===== src/rtl/mpi_pkg.sv =====
package mpi_pkg;
  typedef enum logic [1:0] {
    MODE_SPLIT_DS  = 2'b00,
    MODE_SHARE_DS  = 2'b01,
    MODE_SPLIT_RW  = 2'b10,
    MODE_SHARE_RW  = 2'b11
  } bus_mode_e;

  typedef struct packed {
    logic astb;
    logic rd;
    logic wr;
  } bus_dec_t;
endpackage


===== src/rtl/mpi_strobe_dec.sv =====
module mpi_strobe_dec
  import mpi_pkg::*;
(
  input  bus_mode_e mode,
  input  logic      astb,
  input  logic      ds_rd_n,
  input  logic      rw_wr_n,
  output bus_dec_t  dec
);
  logic rw_style;
  assign rw_style = mode[1];

  always_comb begin
    dec.astb = rw_style ? astb : ~astb;
    if (rw_style) begin
      dec.rd = ~ds_rd_n;
      dec.wr = ~rw_wr_n;
    end else begin
      dec.rd = ~ds_rd_n & rw_wr_n;
      dec.wr = ~ds_rd_n & ~rw_wr_n;
    end
  end
endmodule


===== src/rtl/mpi_addr_latch.sv =====
module mpi_addr_latch #(
  parameter int DW = 8,
  parameter int AW = 4,
  localparam int IDW = DW - AW
) (
  input  logic          clk,
  input  logic          rst_n,
  input  logic          load,
  input  logic          shared,
  input  logic          cs_n,
  input  logic [DW-1:0] ad_in,
  input  logic [AW-1:0] addr,
  input  logic [DW-1:0] id_reg,
  output logic [DW-1:0] adr_q,
  output logic          sel
);
  always_ff @(posedge clk or negedge rst_n) begin
    if (!rst_n)    adr_q <= '0;
    else if (load) adr_q <= shared ? ad_in : {{IDW{1'b0}}, addr};
  end

  logic id_match;
  generate
    if (IDW > 0) begin : g_id
      assign id_match = (adr_q[DW-1:AW] == id_reg[DW-1:AW]);
    end else begin : g_noid
      assign id_match = (id_reg == id_reg);
    end
  endgenerate

  assign sel = ~cs_n & (~shared | id_match);
endmodule


===== src/rtl/mpi_regfile.sv =====
module mpi_regfile #(
  parameter int             DW       = 8,
  parameter int             AW       = 4,
  parameter int             ID_REG   = 4,
  parameter logic [DW-1:0]  ID_RESET = '0,
  localparam int            NREG     = 1 << AW
) (
  input  logic          clk,
  input  logic          rst_n,
  input  logic          we,
  input  logic [AW-1:0] idx,
  input  logic [DW-1:0] wdata,
  output logic [DW-1:0] rdata,
  output logic [DW-1:0] id_reg
);
  logic [DW-1:0] mem [NREG];

  always_ff @(posedge clk or negedge rst_n) begin
    if (!rst_n)  mem[ID_REG] <= ID_RESET;
    else if (we) mem[idx] <= wdata;
  end

  assign rdata  = mem[idx];
  assign id_reg = mem[ID_REG];
endmodule


===== src/rtl/mpi_handshake.sv =====
module mpi_handshake #(
  parameter int WAIT_CYCLES = 2,
  localparam int CW = (WAIT_CYCLES > 0) ? $clog2(WAIT_CYCLES + 1) : 1
) (
  input  logic clk,
  input  logic rst_n,
  input  logic acc,
  input  logic rw_style,
  output logic done,
  output logic commit,
  output logic level
);
  logic [CW-1:0] cnt;
  logic          last;

  assign last   = (cnt == CW'(WAIT_CYCLES));
  assign commit = acc & ~done & last;

  always_ff @(posedge clk or negedge rst_n) begin
    if (!rst_n) begin
      cnt  <= '0;
      done <= 1'b0;
    end else if (!acc) begin
      cnt  <= '0;
      done <= 1'b0;
    end else if (!done) begin
      if (last) done <= 1'b1;
      else      cnt  <= cnt + 1'b1;
    end
  end

  assign level = rw_style ? ~(acc & ~done) : ~done;
endmodule


===== src/rtl/mpi_bus_port.sv =====
module mpi_bus_port
  import mpi_pkg::*;
#(
  parameter int            DW          = 8,
  parameter int            AW          = 4,
  parameter int            WAIT_CYCLES = 2,
  parameter int            ID_REG      = 4,
  parameter logic [DW-1:0] ID_RESET    = '0
) (
  input  logic          clk,
  input  logic          rst_n,
  input  logic          mode_ale,
  input  logic          mode_mux,
  input  logic          cs_n,
  input  logic          astb,
  input  logic          ds_rd_n,
  input  logic          rw_wr_n,
  input  logic [AW-1:0] addr,
  input  logic [DW-1:0] ad_in,
  output logic [DW-1:0] ad_out,
  output logic          ad_oe,
  output logic          hs_out,
  output logic          hs_oe
);
  bus_mode_e     mode;
  bus_dec_t      dec;
  logic [DW-1:0] adr_q, id_reg, rdata;
  logic          sel, astb_act, rd_act, acc_act, acc_done, commit, level;

  assign mode = bus_mode_e'({mode_ale, mode_mux});

  mpi_strobe_dec u_dec (
    .mode(mode), .astb(astb), .ds_rd_n(ds_rd_n), .rw_wr_n(rw_wr_n), .dec(dec)
  );

  assign astb_act = dec.astb;
  assign rd_act   = dec.rd;

  mpi_addr_latch #(.DW(DW), .AW(AW)) u_adr (
    .clk(clk), .rst_n(rst_n), .load(astb_act), .shared(mode_mux), .cs_n(cs_n),
    .ad_in(ad_in), .addr(addr), .id_reg(id_reg), .adr_q(adr_q), .sel(sel)
  );

  assign acc_act = sel & (dec.rd | dec.wr);

  mpi_handshake #(.WAIT_CYCLES(WAIT_CYCLES)) u_hs (
    .clk(clk), .rst_n(rst_n), .acc(acc_act), .rw_style(mode_ale),
    .done(acc_done), .commit(commit), .level(level)
  );

  mpi_regfile #(.DW(DW), .AW(AW), .ID_REG(ID_REG), .ID_RESET(ID_RESET)) u_rf (
    .clk(clk), .rst_n(rst_n), .we(commit & dec.wr), .idx(adr_q[AW-1:0]),
    .wdata(ad_in), .rdata(rdata), .id_reg(id_reg)
  );

  assign ad_out = rdata;
  assign ad_oe  = sel & dec.rd;
  assign hs_out = level;
  assign hs_oe  = sel;
endmodule


===== config.mk =====
export PLATFORM = sky130hd
export DESIGN_NAME = mpi_bus_port
export DESIGN_NICKNAME = d
export VERILOG_FILES = /design/src/rtl/mpi_pkg.sv /design/src/rtl/mpi_strobe_dec.sv /design/src/rtl/mpi_addr_latch.sv /design/src/rtl/mpi_regfile.sv /design/src/rtl/mpi_handshake.sv /design/src/rtl/mpi_bus_port.sv
export SDC_FILE = /design/constraint.sdc
export NUM_CORES = 1
export LEC_CHECK = 0
export ABC_CLOCK_PERIOD_IN_PS = 5370
export BUFFER_PORTS_ARGS = -buffer_cell sky130_fd_sc_hd__buf_2
export CORE_MARGIN = 2
export CORE_UTILIZATION = 30
export DETAILED_ROUTE_END_ITERATION = 10
export GPL_TIMING_DRIVEN = 0
export SYNTH_ARGS = -nofsm -noshare
export SYNTH_HDL_FRONTEND = slang
export SYNTH_SLANG_ARGS = --single-unit
export TNS_END_PERCENT = 30

===== constraint.sdc =====
create_clock -name clk -period 5.37 [get_ports clk]
set_input_delay 1.074 -clock clk [delete_from_list [all_inputs] [get_ports clk]]
set_output_delay 1.074 -clock clk [all_outputs]
set_load 0.005 [all_outputs]

==> results of run 1 <==
## layout by cell type, fill, tap and decap left out, types with 3 or more instances in the layout
master        n
inv_1         4
xor2_1        5
o21ai_0       8
nor4_2       15
or2_2         3
nor2_1        4
mux2i_1       5
edfxtp_1    120
buf_4        15
mux2_2        8
clkbuf_8      3
clkinvlp_4    3
nand2b_1      6
bufinv_16     4
a22oi_1      16
dfrtp_1      19
buf_2        35
clkbuf_16    17
clkbuf_1      9
mux4_2       31
nor3_1        4
nand2_1      22
## routing by layer
layer / global-route usage / vias up
li1: - / 1344
met1: 0.152 / 1511
met2: 0.212 / 92
met3: 0.0336 / 21
met4: 0.0595 / 0
met5: 0 / -
## logic make-up after synthesis
group,after synthesis,synth area share
buf+inv,20,0.0147
flops,139,0.728
xor+xnor,6,0.00937
simple gates,60,0.0569
fa+ha+maj,1,0.00223
compound gates,28,0.0350
mux,45,0.154
## metrics by stage
| stage | power, W | setup slack, ns | hold slack (ns) | util | instance area, um2 |
|---|---|---|---|---|---|
| after CTS | 0.00275 | 1.45 | 0.508 | 0.379 | 6880 |
| after global placement | 0.00152 | 1.16 | 0.483 | 0.333 | 6040 |
| after detailed placement | 0.00153 | 1.72 | 0.495 | 0.344 | 6240 |
| final | 0.00273 | 1.49 | 0.504 | 0.379 | 6880 |
| after global routing | 0.00282 | 1.33 | 0.530 | 0.379 | 6880 |
| after floorplan | 0.00141 | 2.12 | 0.469 | - | 5610 |
## power by group through the flow
stage | Clock, W | Sequential [W] | Combinational [W]
after detailed placement | 0 | 0.00122 | 0.000312
final | 0.00122 | 0.00120 | 0.000305
after global placement | 0 | 0.00122 | 0.000297
after CTS | 0.00124 | 0.00120 | 0.000312
after global routing | 0.00128 | 0.00120 | 0.000334
after floorplan | 0 | 0.00122 | 0.000191
## final cells by class
type	count	area [um2]	share of cell area
inverters	4	15.0	0.00218
plain buffers	16	67.6	0.00982
clock buffers	21	470	0.0684
flip-flops and latches	139	4080	0.593
multi-input cells	140	1540	0.224
repair buffers	44	258	0.0375
clock inverters	11	165	0.0240
well taps	229	287	0.0416
## worst min-delay path, stage by stage, from the launching register on
cell     delay [ns]
dfrtp_1        0.35
nand2_1        0.05
o21ai_0        0.06
## worst paths after layout
check | from | to | slack (ns) | depth (start not counted)
max | u_adr.adr_q[1] | ad_out[4] | 1.49 | 6
min | u_adr.adr_q[5] | u_adr.adr_q[5] | 0.50 | 2
max reg2reg | u_adr.adr_q[1] | u_rf.mem[74] | 2.52 | 5
min reg2reg | u_adr.adr_q[5] | u_adr.adr_q[5] | 0.50 | 2
max in group asynchronous | rst_n | u_rf.id_reg[3] | 4.42 | 1
min in group asynchronous | rst_n | u_adr.adr_q[6] | 0.62 | 1
==> flow_summary.json, run 1 <==
{
  "ys.flop_type": "edfxtp_1",
  "critPathBufInv": 3,
  "ys_ff_latch": 139,
  "wl_met3_um": 608,
  "grt_pass1_wl_um": 18100,
  "avgSynthCellArea_um2": 18.8,
  "drtIter0Drc": 223,
  "clk_latency_ns": 0.41,
  "grt.overflow.total": 0,
  "maxSlewViolCount": 0,
  "cp-end-kind": "primary output",
  "p_per_area_nw_per_um2": 396,
  "die_w_um": 141,
  "required_ns": 4.30,
  "rsz0062_at_grt": "no",
  "yosysMostFrequentCell": "edfxtp_1",
  "crit_fanout": 10,
  "io_pins": 31,
  "grt_max_degree": 21,
  "period_needed_ns": 3.88,
  "post_cts_buffers": 0,
  "wirelength_met1_um": 4910,
  "synth_top_cell_area_share": 0.643,
  "dr_wl_met2_um": 5920,
  "die_y_um": 141,
  "top_layer": "met4",
  "ir_drop_mv": 0.204,
  "hpwl_um": 8230,
  "synth.top_cells.by_count": "edfxtp_1, mux4_2, nand2_1",
  "worst_slew_pin_slew_ns": 0.689,
  "ant_nets": 0,
  "syn_inst": 299,
  "synth_area_leaders": "edfxtp_1, mux4_2, dfrtp_1",
  "critPathTopFamily": "buffers and inverters",
  "synthToLayoutAreaGrowth_pct": 22.7,
  "combPwrFrac": 0.112,
  "htreeDepth": 4,
  "ctsResizeCount": 0,
  "vias": 2968,
  "yosysWarnings": 0,
  "port_buffers": 29,
  "syn_area_um2": 5610,
  "dr.pass1.iters": 4,
  "synth_fp_nets": 320,
  "synth_top_cell_by_area": "edfxtp_1",
  "pwr-share-clk": 0.449,
  "status": "complete, no violations",
  "clk_path_buf_depth": 2,
  "final_cells": 604,
  "rows": 49,
  "relSlewSlack": 0.537,
  "final_hold_viol_count": 0,
  "async_flop_share": 0.137,
  "cp_cell_sequence": "clkbuf_1 > clkbuf_1 > mux4_2 > a22oi_1 > nand2_1 > buf_2",
  "internal-power_w": 0.00213,
  "fillers": 1676,
  "crit_path_frequent_cell": "clkbuf_1",
  "fin_crit_sh": 0.723,
  "grt_pass1_vias": 3100,
  "core_um2": 18100,
  "seq_area_frac_synth": 0.728,
  "diodes": 0,
  "wl_per_cell_um": 19.6,
  "gp_congestion": 0.788,
  "setup_violations": 0,
  "max_cap_viol_count": 0,
  "critPathMaxStageDelay_ns": 0.59,
  "clk_pin_slew_worst_paths_ns": 0.06,
  "final_layout_size_suffix_gt1_frac": 0.368,
  "clock_sinks": 139,
  "grt_usage": 0.126,
  "switching_power_w": 0.000602,
  "antenna_found_initial": 0,
  "clockRootBuffer": "clkbuf_16",
  "numCtsBuffers": 17,
  "max_freq_mhz": 258,
  "drt_wl_total_um": 11800,
  "tns_ns": 0,
  "worstPathArrival_ns": 2.81,
  "power_leakage_nw": 2.37,
  "final_nets": 383,
  "largest_reg_flops": 120,
  "synth_edf_count": 120,
  "crit_slowest_cell": "clkbuf_1",
  "drc_errors": 0,
  "ys_types": 30,
  "start_util": 0.309,
  "cts_tree": "built",
  "postCtsHoldBufs": 0,
  "pwr-share-seq": 0.439,
  "clock_skew_ns": 0.00630,
  "dieArea_um2": 19800,
  "path_class": "reg -> out",
  "cp-start-kind": "flop",
  "p_sw_frac": 0.221,
  "hold_path_class": "reg -> reg",
  "dpl.cell_count": 572,
  "via_per_inst": 4.91
}
Note: power is estimated with default switching activity, not from simulation.
==> inputs of run 2 (changes only) <==
- ABC_AREA: not set -> 1
- ABC_CLOCK_PERIOD_IN_PS: 5370 -> 3100
- clock period: 5.37 -> 3.1 ns (I/O delays scaled with it)
==> run 2 against run 1 <==
Effect of this change: critical path type unchanged; worst hold slack got worse by 0.32 ns; first-iteration DRC count rose by 97%; largest cell class unchanged; synthesized area increased by 0.31%; register-to-register slack got worse by 2.0 ns; non-clock buffer count is 14 lower; design area down 3.0%; total power grew 73%; cell count up 19%.
==> flow_summary.json, run 2 <==
{
  "layout_commonest_cell": "edfxtp_1",
  "hpwl_um": 9180,
  "avgSynthCellArea_um2": 13.2,
  "p_per_area_nw_per_um2": 707,
  "ys_types": 27,
  "cp-start-kind": "flop",
  "crit_slowest_cell": "dfrtp_1",
  "cp_cell_sequence": "nor2_2 > buf_2 > a22oi_1 > nand2_1 > nand2_1 > nand4_1 > buf_2",
  "relSlewSlack": 0.428,
  "wl_per_cell_um": 19.3,
  "postPlaceCellArea_um2": 6070,
  "syn_inst": 425,
  "synth_area_leaders": "edfxtp_1, a22oi_1, dfrtp_1",
  "final_hold_viol_count": 0,
  "numCtsBuffers": 17,
  "clk_latency_ns": 0.42,
  "io_pins": 31,
  "worst_slack_ns": 0.261,
  "final_util": 0.359,
  "async_flop_share": 0.137,
  "hold_path_class": "in -> async",
  "place_ws_ns": 0.332,
  "core_um2": 18600,
  "clk_pin_slew_worst_paths_ns": 0.06,
  "dieArea_um2": 19900,
  "syn_area_um2": 5620,
  "synth_top_cell_area_share": 0.641,
  "drc_errors": 0,
  "htreeDepth": 4,
  "cts_tree": "built",
  "p_sw_frac": 0.251,
  "grt_pass1_vias": 3865,
  "die_w_um": 141,
  "ir_drop_mv": 0.369,
  "combPwrFrac": 0.121,
  "internal-power_w": 0.00354,
  "largest_reg_flops": 120,
  "fillers": 1770,
  "synth.top_cells.by_count": "edfxtp_1, nand2_1, a22oi_1",
  "final_area_um2": 6680,
  "crit_fanout": 10,
  "status": "complete, no violations",
  "pwr-share-seq": 0.439,
  "diodes": 0,
  "required_ns": 2.48,
  "port_buffers": 30,
  "synth_edf_count": 120,
  "yosysWarnings": 0,
  "grt.overflow.total": 0,
  "seq_area_frac_synth": 0.725,
  "power_leakage_nw": 2.47,
  "via_per_inst": 5.06,
  "drt_wl_total_um": 13900,
  "pwr-share-clk": 0.439,
  "final_layout_size_suffix_gt1_frac": 0.183,
  "ys.flop_type": "edfxtp_1",
  "worstPathArrival_ns": 2.22,
  "clk_path_buf_depth": 2,
  "maxSlewViolCount": 0,
  "ant_nets": 0,
  "rows": 50,
  "synthToLayoutAreaGrowth_pct": 18.7,
  "worst_slew_pin_slew_ns": 0.856,
  "clock_skew_ns": 0.0106,
  "grt_pass1_wl_um": 21900,
  "max_cap_viol_count": 0,
  "ys_ff_latch": 139,
  "cp-end-kind": "primary output",
  "synth_top_cell_by_area": "edfxtp_1",
  "final_nets": 495,
  "clock_sinks": 139,
  "reg2reg_slack_ns": 0.52,
  "power_w": 0.00472,
  "die_y_um": 141,
  "tns_ns": 0,
  "drtIter0Drc": 440,
  "setup_violations": 0,
  "grt_usage": 0.148,
  "period_needed_ns": 2.84,
  "synth_fp_nets": 446,
  "mostFrequentLayoutCells": "edfxtp_1, nand2_1, a22oi_1",
  "antenna_found_initial": 0,
  "switching_power_w": 0.00118,
  "rsz0062_at_grt": "no",
  "clockRootBuffer": "clkbuf_16",
  "max_freq_mhz": 352,
  "yosysMostFrequentCell": "edfxtp_1",
  "start_util": 0.303,
  "vias": 3649,
  "grt_max_degree": 24,
  "path_class": "reg -> out",
  "gp_congestion": 0.858,
  "fin_crit_sh": 0.916,
  "dr.pass1.iters": 5,
  "critPathMaxStageDelay_ns": 0.49
}
-- run 2: cell count changes after synthesis, moves of 7 or more --
cell | previous run | this run
nand4_1 | 1 | 18
nor2_1 | 4 | 22
inv_1 | 4 | 24
a22oi_1 | 16 | 64
mux4_2 | 31 | 0
buf_2 | 6 | 13
nand2_1 | 22 | 102
nor4_1 | 15 | 0
mux2_2 | 8 | 0
-- run 2: metal layers --
| layer | vias up | share of wire | wire length [um] | track usage |
|---|---|---|---|---|
| met5 | - | 0 | 0 | 0 |
| met4 | 0 | 0.017 | 230 | 0.0595 |
| met3 | 21 | 0.063 | 873 | 0.0323 |
| met2 | 144 | 0.46 | 6400 | 0.228 |
| met1 | 1809 | 0.46 | 6420 | 0.205 |
| li1 | 1675 | - | - | - |
-- run 2: cells by family (layout without fill, tap and decap cells) --
kind of cell,after synthesis,after routing,synth area share
and+or+nand+nor,159,159,0.132
DFF,139,139,0.725
AOI/OAI and AO/OA,81,81,0.102
buffers and inverters,42,104,0.0329
xor gates and xnor gates,2,2,0.00312
adders and majority gates,1,1,0.00222
muxes,1,1,0.00178
-- run 2: cell type report --
class,count,area (um2),share of cell area
clock inverters,10,143,0.0214
repair buffers,30,150,0.0225
well taps,234,293,0.0439
flip-flops and latches,139,4080,0.611
clock buffers,22,464,0.0695
inverters,26,97.6,0.0146
plain buffers,16,87.6,0.0131
multi-input cells,244,1360,0.204
-- run 2: timing repair --
item	in CTS	in global routing
resized for setup	0	1
setup buffers	0	0
setup endpoints to repair	0	2
hold buffers	0	0
-- run 2: power groups by stage --
stage,clock (W),sequential [W],combinational (W)
6_report,0.00207,0.00207,0.000573
5_1_grt,0.00217,0.00208,0.000633
4_1_cts,0.00209,0.00207,0.000571
3_5_place_dp,0,0.00211,0.000568
3_3_place_gp,0,0.00211,0.000558
2_1_floorplan,0,0.00211,0.000332
-- run 2: worst paths after layout --
path,start,endpoint,cells after the start
worst min register to register,u_rf.id_reg[2],u_rf.id_reg[2],2
max in group asynchronous,rst_n,u_rf.id_reg[6],1
min in group clk,u_rf.id_reg[2],u_rf.id_reg[2],2
worst min-delay path,rst_n,u_hs.cnt[1],1
worst max register to register,u_adr.adr_q[0],u_rf.mem[23],5
worst max-delay path,u_adr.adr_q[1],ad_out[7],7
-- run 2: stage by stage --
step                      std cells  hold slack (ns)
after detailed placement        689            0.465
after global placement          689            0.461
final                           721            0.187
after floorplan                 425            0.324
after global routing            721            0.220
after CTS                       721            0.194
-- run 2: critical path: cells and delay by family, from the launching register on --
kind                   cells  cell delay (ns)
and+or+nand+nor            4             0.66
DFF                        1             0.49
buffers and inverters      2             0.48
AOI/OAI and AO/OA          1             0.17
==> inputs of run 3 (changes only) <==
- CTS_CLUSTER_DIAMETER: not set -> 80
- RECOVER_POWER: not set -> 25
- SLEW_MARGIN: not set -> 20
==> run 3 against run 2 <==
Effect of this change: register-to-register slack about the same; total power about the same; global-route usage unchanged; sequential share of layout area about the same; via count about the same.
==> flow_summary.json, run 3 (synthesis results as in run 2) <==
{
  "maxSlewViolCount": 0,
  "grt_pass1_wl_um": 21900,
  "internal-power_w": 0.00354,
  "crit_fanout": 10,
  "die_w_um": 141,
  "worst_slew_pin_slew_ns": 0.992,
  "port_buffers": 30,
  "diodes": 0,
  "period_needed_ns": 2.84,
  "postCtsHoldBufs": 0,
  "drc_errors": 0,
  "relSlewSlack": 0.339,
  "antenna_found_initial": 0,
  "core_um2": 18600,
  "worstPathArrival_ns": 2.22,
  "clockRootBuffer": "clkbuf_16",
  "rsz0062_at_grt": "no",
  "setup_violations": 0,
  "drt_wl_total_um": 13900,
  "ctsResizeCount": 0,
  "pwr-share-clk": 0.439,
  "clk_path_buf_depth": 2,
  "ir_drop_mv": 0.369,
  "pwr-share-seq": 0.439,
  "required_ns": 2.48,
  "final_hold_viol_count": 0,
  "rows": 50,
  "vias": 3650,
  "clock_skew_ns": 0.0106,
  "cp_cell_sequence": "nor2_2 > buf_2 > a22oi_1 > nand2_1 > nand2_1 > nand4_1 > buf_2",
  "die_y_um": 141,
  "layout_commonest_cell": "edfxtp_1",
  "cts_tree": "built",
  "via_per_inst": 5.06,
  "fin_crit_sh": 0.916,
  "path_class": "reg -> out",
  "combPwrFrac": 0.121,
  "fillers": 1774,
  "ant_nets": 0,
  "crit_slowest_cell": "dfrtp_1",
  "critPathMaxStageDelay_ns": 0.49,
  "tns_ns": 0,
  "dr.pass1.iters": 5,
  "max_cap_viol_count": 0,
  "start_util": 0.303,
  "regArea_um2": 4080,
  "ff2ff_path_depth": 5,
  "p_per_area_nw_per_um2": 708,
  "multi_input_area_um2": 1360,
  "numCtsBuffers": 17,
  "status": "complete, no violations",
  "drtIter0Drc": 439,
  "wl_per_cell_um": 19.3,
  "p_sw_frac": 0.251,
  "synthToLayoutAreaGrowth_pct": 18.6,
  "dieArea_um2": 19900,
  "clk_pin_slew_worst_paths_ns": 0.06,
  "hpwl_um": 9180,
  "power_w": 0.00472,
  "io_pins": 31,
  "clock_sinks": 139,
  "max_freq_mhz": 352,
  "grt_usage": 0.148,
  "gp_congestion": 0.858,
  "final_nets": 495,
  "clk_latency_ns": 0.42,
  "cp-end-kind": "primary output",
  "cp-start-kind": "flop",
  "post_cts_buffers": 0,
  "htreeDepth": 4,
  "largest_reg_flops": 120,
  "grt_pass1_vias": 3865,
  "switching_power_w": 0.00118,
  "grt.overflow.total": 0,
  "power_leakage_nw": 2.46,
  "final_layout_size_suffix_gt1_frac": 0.175,
  "grt_max_degree": 24,
  "mostFrequentLayoutCells": "edfxtp_1, nand2_1, a22oi_1",
  "hold_path_class": "in -> async"
}
## run 3: changes by cell type in the layout (fill, tap and decap cells not counted), sizes merged
cell and delta:
clkbuf +4, buf -4
## run 3: worst paths after layout
path                                startpoint        endpoint  slack [ns]
worst max-delay path            u_adr.adr_q[1]       ad_out[7]        0.26
worst min-delay path                     rst_n     u_hs.cnt[1]        0.19
worst max register to register  u_adr.adr_q[0]    u_rf.mem[23]        0.51
worst min register to register  u_rf.id_reg[2]  u_rf.id_reg[2]        0.48
max in group asynchronous                rst_n  u_rf.id_reg[6]        2.54
min in group clk                u_rf.id_reg[2]  u_rf.id_reg[2]        0.48
## run 3: power groups by stage
stage | Combinational, W | Clock [W] | Sequential, W
after CTS | 0.000571 | 0.00209 | 0.00207
after floorplan | 0.000332 | 0 | 0.00211
final | 0.000573 | 0.00207 | 0.00207
after global placement | 0.000558 | 0 | 0.00211
after detailed placement | 0.000568 | 0 | 0.00211
after global routing | 0.000632 | 0.00217 | 0.00208
## run 3: cell type report
type,count,share of cell area
sequential,139,0.611
multi-input combinational,244,0.204
clock buffer,22,0.0696
tap,234,0.0439
timing repair buffer,30,0.0218
clock inverter,10,0.0214
inverter,26,0.0146
buffer,16,0.0131
## run 3: worst max-delay path, delay by kind of cell, from the launching register on
| family | cells | cell delay (ns) |
|---|---|---|
| simple gates | 4 | 0.66 |
| compound gates | 1 | 0.17 |
| flops | 1 | 0.49 |
| buf+inv | 2 | 0.48 |
## run 3: metal layers
layer	up-vias	wire length (um)	GRT usage
li1	1675	-	-
met1	1810	6430	0.205
met2	144	6400	0.228
met3	21	874	0.0323
met4	0	230	0.0595
met5	-	0	0
## run 3: stage by stage
stage	setup WS, ns	std cells	cell area (um2)	hold WS, ns	utilization
6_report	0.260	721	6670	0.187	0.359
5_1_grt	0.137	721	6670	0.220	0.359
4_1_cts	0.160	721	6670	0.194	0.359
3_5_place_dp	0.332	689	6070	0.465	0.327
3_3_place_gp	0.402	689	6070	0.461	0.327
2_1_floorplan	1.00	425	5620	0.324	-
